`src/rtl/bwg_pkg.sv`:
```
package bwg_pkg;

  // exactly one memory command marks a memory cycle
  function automatic logic is_mem_cycle(input logic rd, input logic wr);
    return rd ^ wr;
  endfunction

  // wait counter update: count down while running, load on an accepted start
  function automatic logic [7:0] next_wait(input logic [7:0] cur,
                                           input logic start,
                                           input logic [7:0] load);
    if (cur != 8'd0) return cur - 8'd1;
    if (start)       return load;
    return 8'd0;
  endfunction

endpackage

```
`src/rtl/bwg_cycle_detect.sv`:
```
module bwg_cycle_detect (
  input  logic fast_mode_i,
  input  logic ale_i,
  input  logic mem_rd_i,
  input  logic mem_wr_i,
  input  logic idle_i,
  output logic start_o,
  output logic elatch_o,
  output logic emrdc_o,
  output logic emwtc_o
);
  import bwg_pkg::*;

  logic mem_cyc;

  always_comb begin
    mem_cyc  = is_mem_cycle(mem_rd_i, mem_wr_i);
    start_o  = ale_i & mem_cyc & fast_mode_i & idle_i;
    elatch_o = ale_i;
    emrdc_o  = mem_rd_i & ~mem_wr_i;
    emwtc_o  = mem_wr_i & ~mem_rd_i;
  end
endmodule

```
`src/rtl/bwg_wait_counter.sv`:
```
module bwg_wait_counter #(
  parameter int WAIT_W      = 3,
  parameter int WAIT_STATES = 2
) (
  input  logic clk,
  input  logic rst_n,
  input  logic start_i,
  output logic idle_o,
  output logic ready_o
);
  import bwg_pkg::*;

  localparam logic [7:0] LOAD = 8'(WAIT_STATES);

  logic [WAIT_W-1:0] cnt_q;
  logic [7:0]        cnt_nx;

  always_comb cnt_nx = next_wait(8'(cnt_q), start_i, LOAD);

  always_ff @(posedge clk or negedge rst_n) begin
    if (!rst_n) cnt_q <= '0;
    else        cnt_q <= cnt_nx[WAIT_W-1:0];
  end

  always_comb begin
    idle_o  = (cnt_q == '0);
    ready_o = idle_o;
  end
endmodule

```
`src/rtl/bwg_diag_ctl.sv`:
```
module bwg_diag_ctl #(
  parameter int          ADDR_W    = 16,
  parameter logic [15:0] DIAG_ADDR = 16'h8020
) (
  input  logic              clk,
  input  logic              rst_n,
  input  logic              io_wr_i,
  input  logic [ADDR_W-1:0] io_addr_i,
  input  logic              io_data_i,
  input  logic              ready_i,
  output logic              diag_en_o,
  output logic              diag_o
);
  localparam logic [ADDR_W-1:0] HIT = ADDR_W'(DIAG_ADDR);

  logic en_q;

  always_ff @(posedge clk or negedge rst_n) begin
    if (!rst_n)                          en_q <= 1'b0;
    else if (io_wr_i && io_addr_i == HIT) en_q <= io_data_i;
  end

  always_comb begin
    diag_en_o = en_q;
    diag_o    = en_q ? ready_i : 1'b1;
  end
endmodule

```
`src/rtl/bus_wait_gen.sv`:
```
module bus_wait_gen #(
  parameter int          ADDR_W      = 16,
  parameter logic [15:0] DIAG_ADDR   = 16'h8020,
  parameter int          WAIT_W      = 3,
  parameter int          WAIT_STATES = 2
) (
  input  logic              clk,
  input  logic              rst_n,
  input  logic              fast_mode_i,
  input  logic              ale_i,
  input  logic              mem_rd_i,
  input  logic              mem_wr_i,
  input  logic              io_wr_i,
  input  logic [ADDR_W-1:0] io_addr_i,
  input  logic              io_data_i,
  output logic              ready_o,
  output logic              elatch_o,
  output logic              emrdc_o,
  output logic              emwtc_o,
  output logic              diag_o
);
  logic start_w;
  logic idle_w;
  logic diag_en_w;

  bwg_cycle_detect u_det (
    .fast_mode_i(fast_mode_i), .ale_i(ale_i), .mem_rd_i(mem_rd_i),
    .mem_wr_i(mem_wr_i), .idle_i(idle_w), .start_o(start_w),
    .elatch_o(elatch_o), .emrdc_o(emrdc_o), .emwtc_o(emwtc_o)
  );

  bwg_wait_counter #(.WAIT_W(WAIT_W), .WAIT_STATES(WAIT_STATES)) u_cnt (
    .clk(clk), .rst_n(rst_n), .start_i(start_w),
    .idle_o(idle_w), .ready_o(ready_o)
  );

  bwg_diag_ctl #(.ADDR_W(ADDR_W), .DIAG_ADDR(DIAG_ADDR)) u_diag (
    .clk(clk), .rst_n(rst_n), .io_wr_i(io_wr_i), .io_addr_i(io_addr_i),
    .io_data_i(io_data_i), .ready_i(ready_o),
    .diag_en_o(diag_en_w), .diag_o(diag_o)
  );
endmodule

```
`config.mk`:
```
export PLATFORM = sky130hd
export DESIGN_NAME = bus_wait_gen
export DESIGN_NICKNAME = d
export VERILOG_FILES = /design/src/rtl/bwg_pkg.sv /design/src/rtl/bwg_cycle_detect.sv /design/src/rtl/bwg_wait_counter.sv /design/src/rtl/bwg_diag_ctl.sv /design/src/rtl/bus_wait_gen.sv
export SDC_FILE = /design/constraint.sdc
export NUM_CORES = 1
export LEC_CHECK = 0
export BUFFER_PORTS_ARGS = -buffer_cell sky130_fd_sc_hd__buf_2
export CORE_AREA = 5 5 42 44
export DETAILED_ROUTE_END_ITERATION = 10
export DIE_AREA = 0 0 47 49
export GPL_ROUTABILITY_DRIVEN = 0
export REMOVE_ABC_BUFFERS = 1
export SKIP_LAST_GASP = 1
export SLEW_MARGIN = 25
export SYNTH_ARGS = -nofsm -noshare
export SYNTH_HDL_FRONTEND = slang
export SYNTH_SLANG_ARGS = --single-unit
```
`constraint.sdc`:
```
create_clock -name clk -period 3.1 [get_ports clk]
set_input_delay 0.465 -clock clk [delete_from_list [all_inputs] [get_ports clk]]
set_output_delay 0.465 -clock clk [all_outputs]
set_load 0.01 [all_outputs]
```
==> summary.md <==
| Metric | Value |
|---|---|
| Status | complete, no violations |
| Clock group share of total power | 26.1% |
| Post_cts resized | 0 |
| DRT Pass-1 Iters | 1 |
| Clk slew on worst S/H paths | 0.04 ns |
| Max-cap violations | 0 |
| First-pass GRT wire length | 972 um |
| Setup ws final | 1.242 ns |
| WHS | 0.03131 ns |
| Setup TNS | 0 ns |
| Setup bufs post-CTS | 0 |
| Rows | 14 |
| Static Leak | 0.2579 nW |
| Cell Int Power | 0.1670 mW |
| P&R area growth vs syn | 60.87% |
| Die Width | 47 um |
| Post-synth EDFFs | 0 |
| Detail Route Antenna Nets | 0 |
| Worst setup EP type | output pin |
| Asr flop ratio synth | 100.0% |
| Longest Clk Path Bufs | 2 |
| Placed wire-length estimate | 648.2 um |
| Critical Path Stages | 5 |
| Critical path class | flip-flop to output pin |
| Reg2reg path depth | 5 |
| Wire per inst | 9.712 um |
| Port Buffers | 28 |
| Critical-path cell list | inv_1, ha_1, nor2b_1, nand2b_1, buf_2 |
| Worst-Skew Late Latency | 0.23 ns |
| Fraction of layout cells with a size suffix above 1 | 59.65% |
| Critical R2R Capture | u_cnt.cnt_q[1] |
| Top Family by Delay on Critical Path | simple AND/OR/NAND/NOR gates |
| Synth Instances | 27 |
| Iter 0 DRT Violations | 0 |
| Net Sw Power | 0.07475 mW |
| Starting density of the core | 20.54% |
| Cts bufs inserted | 3 |
| RSZ-0062 raised after global routing | no |
| Tcrit/Tclk final | 59.92% |
| H-tree levels | 1 |
| VDD IR max | 0.2777 mV |
| Syn_area_per_cell | 10.66 um^2 |
| Count of clock tree sinks | 4 |
| Pre-CTS setup slack | 1.319 ns |
| Fmax | 538.4 MHz |
| Pin count of the biggest net entering global routing | 6 |
| Final setup violation count | 0 |
| CP Buf/Inv Count | 2 |
| FF+latch count, synth | 4 |
| Hold Fails Final Rpt | 0 |
| Vias per cell | 4.123 |
| Post-route minimum period | 1.858 ns |
| Cell taking the most area after synthesis | dfrtp_1 |
| WP data arrival | 1.39 ns |
| Worst path required time | 2.63 ns |
| Die area | 0.002303 mm^2 |
| Remaining DRCs | 0 |
| CTS tree | done |
| Max Clock Skew | 0.003270 ns |
| Chip Height | 49 um |
| CTS root buf | clkbuf_4 |
| Sw frac | 30.92% |
| Yosys warnings | 0 |
| Yosys top cell area share | 34.78% |
| Power share of the combinational group | 39.7% |
| Vias in the first global route | 245 |
| Initial antenna violation count | 0 |
| Hold/Removal Path Class | input pin to async pin |
| Vias | 301 |
| Fillers | 158 |
| Slowest stage cell, crit path | dfrtp_1 |
| Net count, final | 87 |
| # IOs | 29 |
| All-layer global routing usage | 6.073% |
| Diodes inserted | 0 |
| Synthesized cell area | 287.8 um^2 |
| Remaining Overflow, GRT | 0 |
| Sequential Power Share | 34.3% |
| CP Max Fanout | 5 |
| Final wirelength | 709 um |
| Fin. max-slew vios | 0 |
| Worst Tran Pin Value | 0.2932 ns |
| Sequential share of the synthesized area | 34.78% |
| Synth cell types | 16 |
| Flop2flop setup slack | 1.92 ns |
| Startpoint type of the worst setup path | flip-flop |
| Top FF cell, synth | dfrtp_1 |
| Ranking of synthesized cells by area | dfrtp_1 35%, ha_1 17%, nor4_4 7.4% |
| Crit path largest cell delay | 0.37 ns |
| Critical R2R Launch | u_cnt.cnt_q[0] |
| Pwr per Cell Area | 522.3 mW/mm^2 |
| Post-CTS Hold Fix Bufs | 0 |
| Rel. slew slack | 80.41% |
| Core area | 0.001401 mm^2 |
| Commonest cells post-synth | 4 x dfrtp_1, 4 x ha_1, 4 x inv_1 |
sequential cells by signal, summed over array words and instances, names as in the netlist:
register          cells
u_cnt.cnt_q           3
u_diag.diag_en_o      1
placed cells by master, fill, tap and decap left out, drive strengths merged:
cell type / Yosys / routed
mux2: 2 / 2
nor2: 3 / 3
nand4b: 1 / 1
o21ai: 1 / 1
dfrtp: 4 / 4
buf: 1 / 28
nor4bb: 1 / 1
ha: 4 / 4
clkbuf: 0 / 3
nor4: 2 / 2
inv: 4 / 4
nor2b: 1 / 1
nand2b: 1 / 1
nand4: 1 / 1
or4: 1 / 1
area by class of cell:
| cell class | count | area, um^2 | area share (%) |
|---|---|---|---|
| inverters | 4 | 15.01 | 3.243 |
| clock buffers | 3 | 22.52 | 4.865 |
| repair buffers | 28 | 140.1 | 30.27 |
| flip-flops and latches | 4 | 100.1 | 21.62 |
| multi-input cells | 18 | 165.2 | 35.68 |
| well taps | 16 | 20.02 | 4.324 |
per-layer routing:
| metal | up-vias | wire length, um | GRT usage (%) |
|---|---|---|---|
| met1 | 137 | 239 | 6.208 |
| met3 | 0 | 71 | 5.904 |
| li1 | 154 | - | - |
| met4 | 0 | 0 | 0 |
| met5 | - | 0 | 0 |
| met2 | 10 | 398 | 9.502 |
worst register-to-register path, delay by kind of cell (launching register included):
kind | cells | cell delay, ns
compound gates | 1 | 0.08
fa+ha+maj | 1 | 0.16
flops | 1 | 0.37
simple gates | 2 | 0.41
buf+inv | 1 | 0.08
through the flow:
stage | area (um^2) | total power [mW] | util [%] | std cells
2_1_floorplan | 280.3 | 0.1456 | - | 26
3_3_place_gp | 440.4 | 0.1806 | 31.43 | 70
3_5_place_dp | 440.4 | 0.1815 | 31.43 | 70
4_1_cts | 462.9 | 0.2492 | 33.04 | 73
5_1_grt | 462.9 | 0.2748 | 33.04 | 73
6_report | 462.9 | 0.2418 | 33.04 | 73
power by group through the flow:
stage          clock network [mW]  logic [mW]  registers (mW)
3_3_place_gp                    0      0.0976          0.0830
3_5_place_dp                    0      0.0975          0.0841
6_report                   0.0630      0.0960          0.0828
4_1_cts                    0.0669      0.0990          0.0834
2_1_floorplan                   0      0.0641          0.0815
5_1_grt                    0.0729       0.116          0.0862
worst max-delay path by stage:
stage / slack, ns / end / from
3_5_place_dp: 1.32 / u_diag.diag_en_o / io_addr_i[1]
5_1_grt: 1.05 / diag_o / u_cnt.cnt_q[0]
6_report: 1.24 / diag_o / u_cnt.cnt_q[0]
3_3_place_gp: 1.33 / u_diag.diag_en_o / io_addr_i[1]
4_1_cts: 1.19 / diag_o / u_cnt.cnt_q[0]
2_1_floorplan: 1.44 / u_diag.diag_en_o / io_addr_i[1]
logic make-up (layout without fill, tap and decap cells):
logic type	count (synthesis)	count (layout)	synth area share, %
simple gates	11	11	30.44
buf+inv	5	35	7.826
fa+ha+maj	4	4	17.39
flops	4	4	34.78
mux	2	2	7.826
compound gates	1	1	1.737
Note: power is estimated with default switching activity, not from simulation.
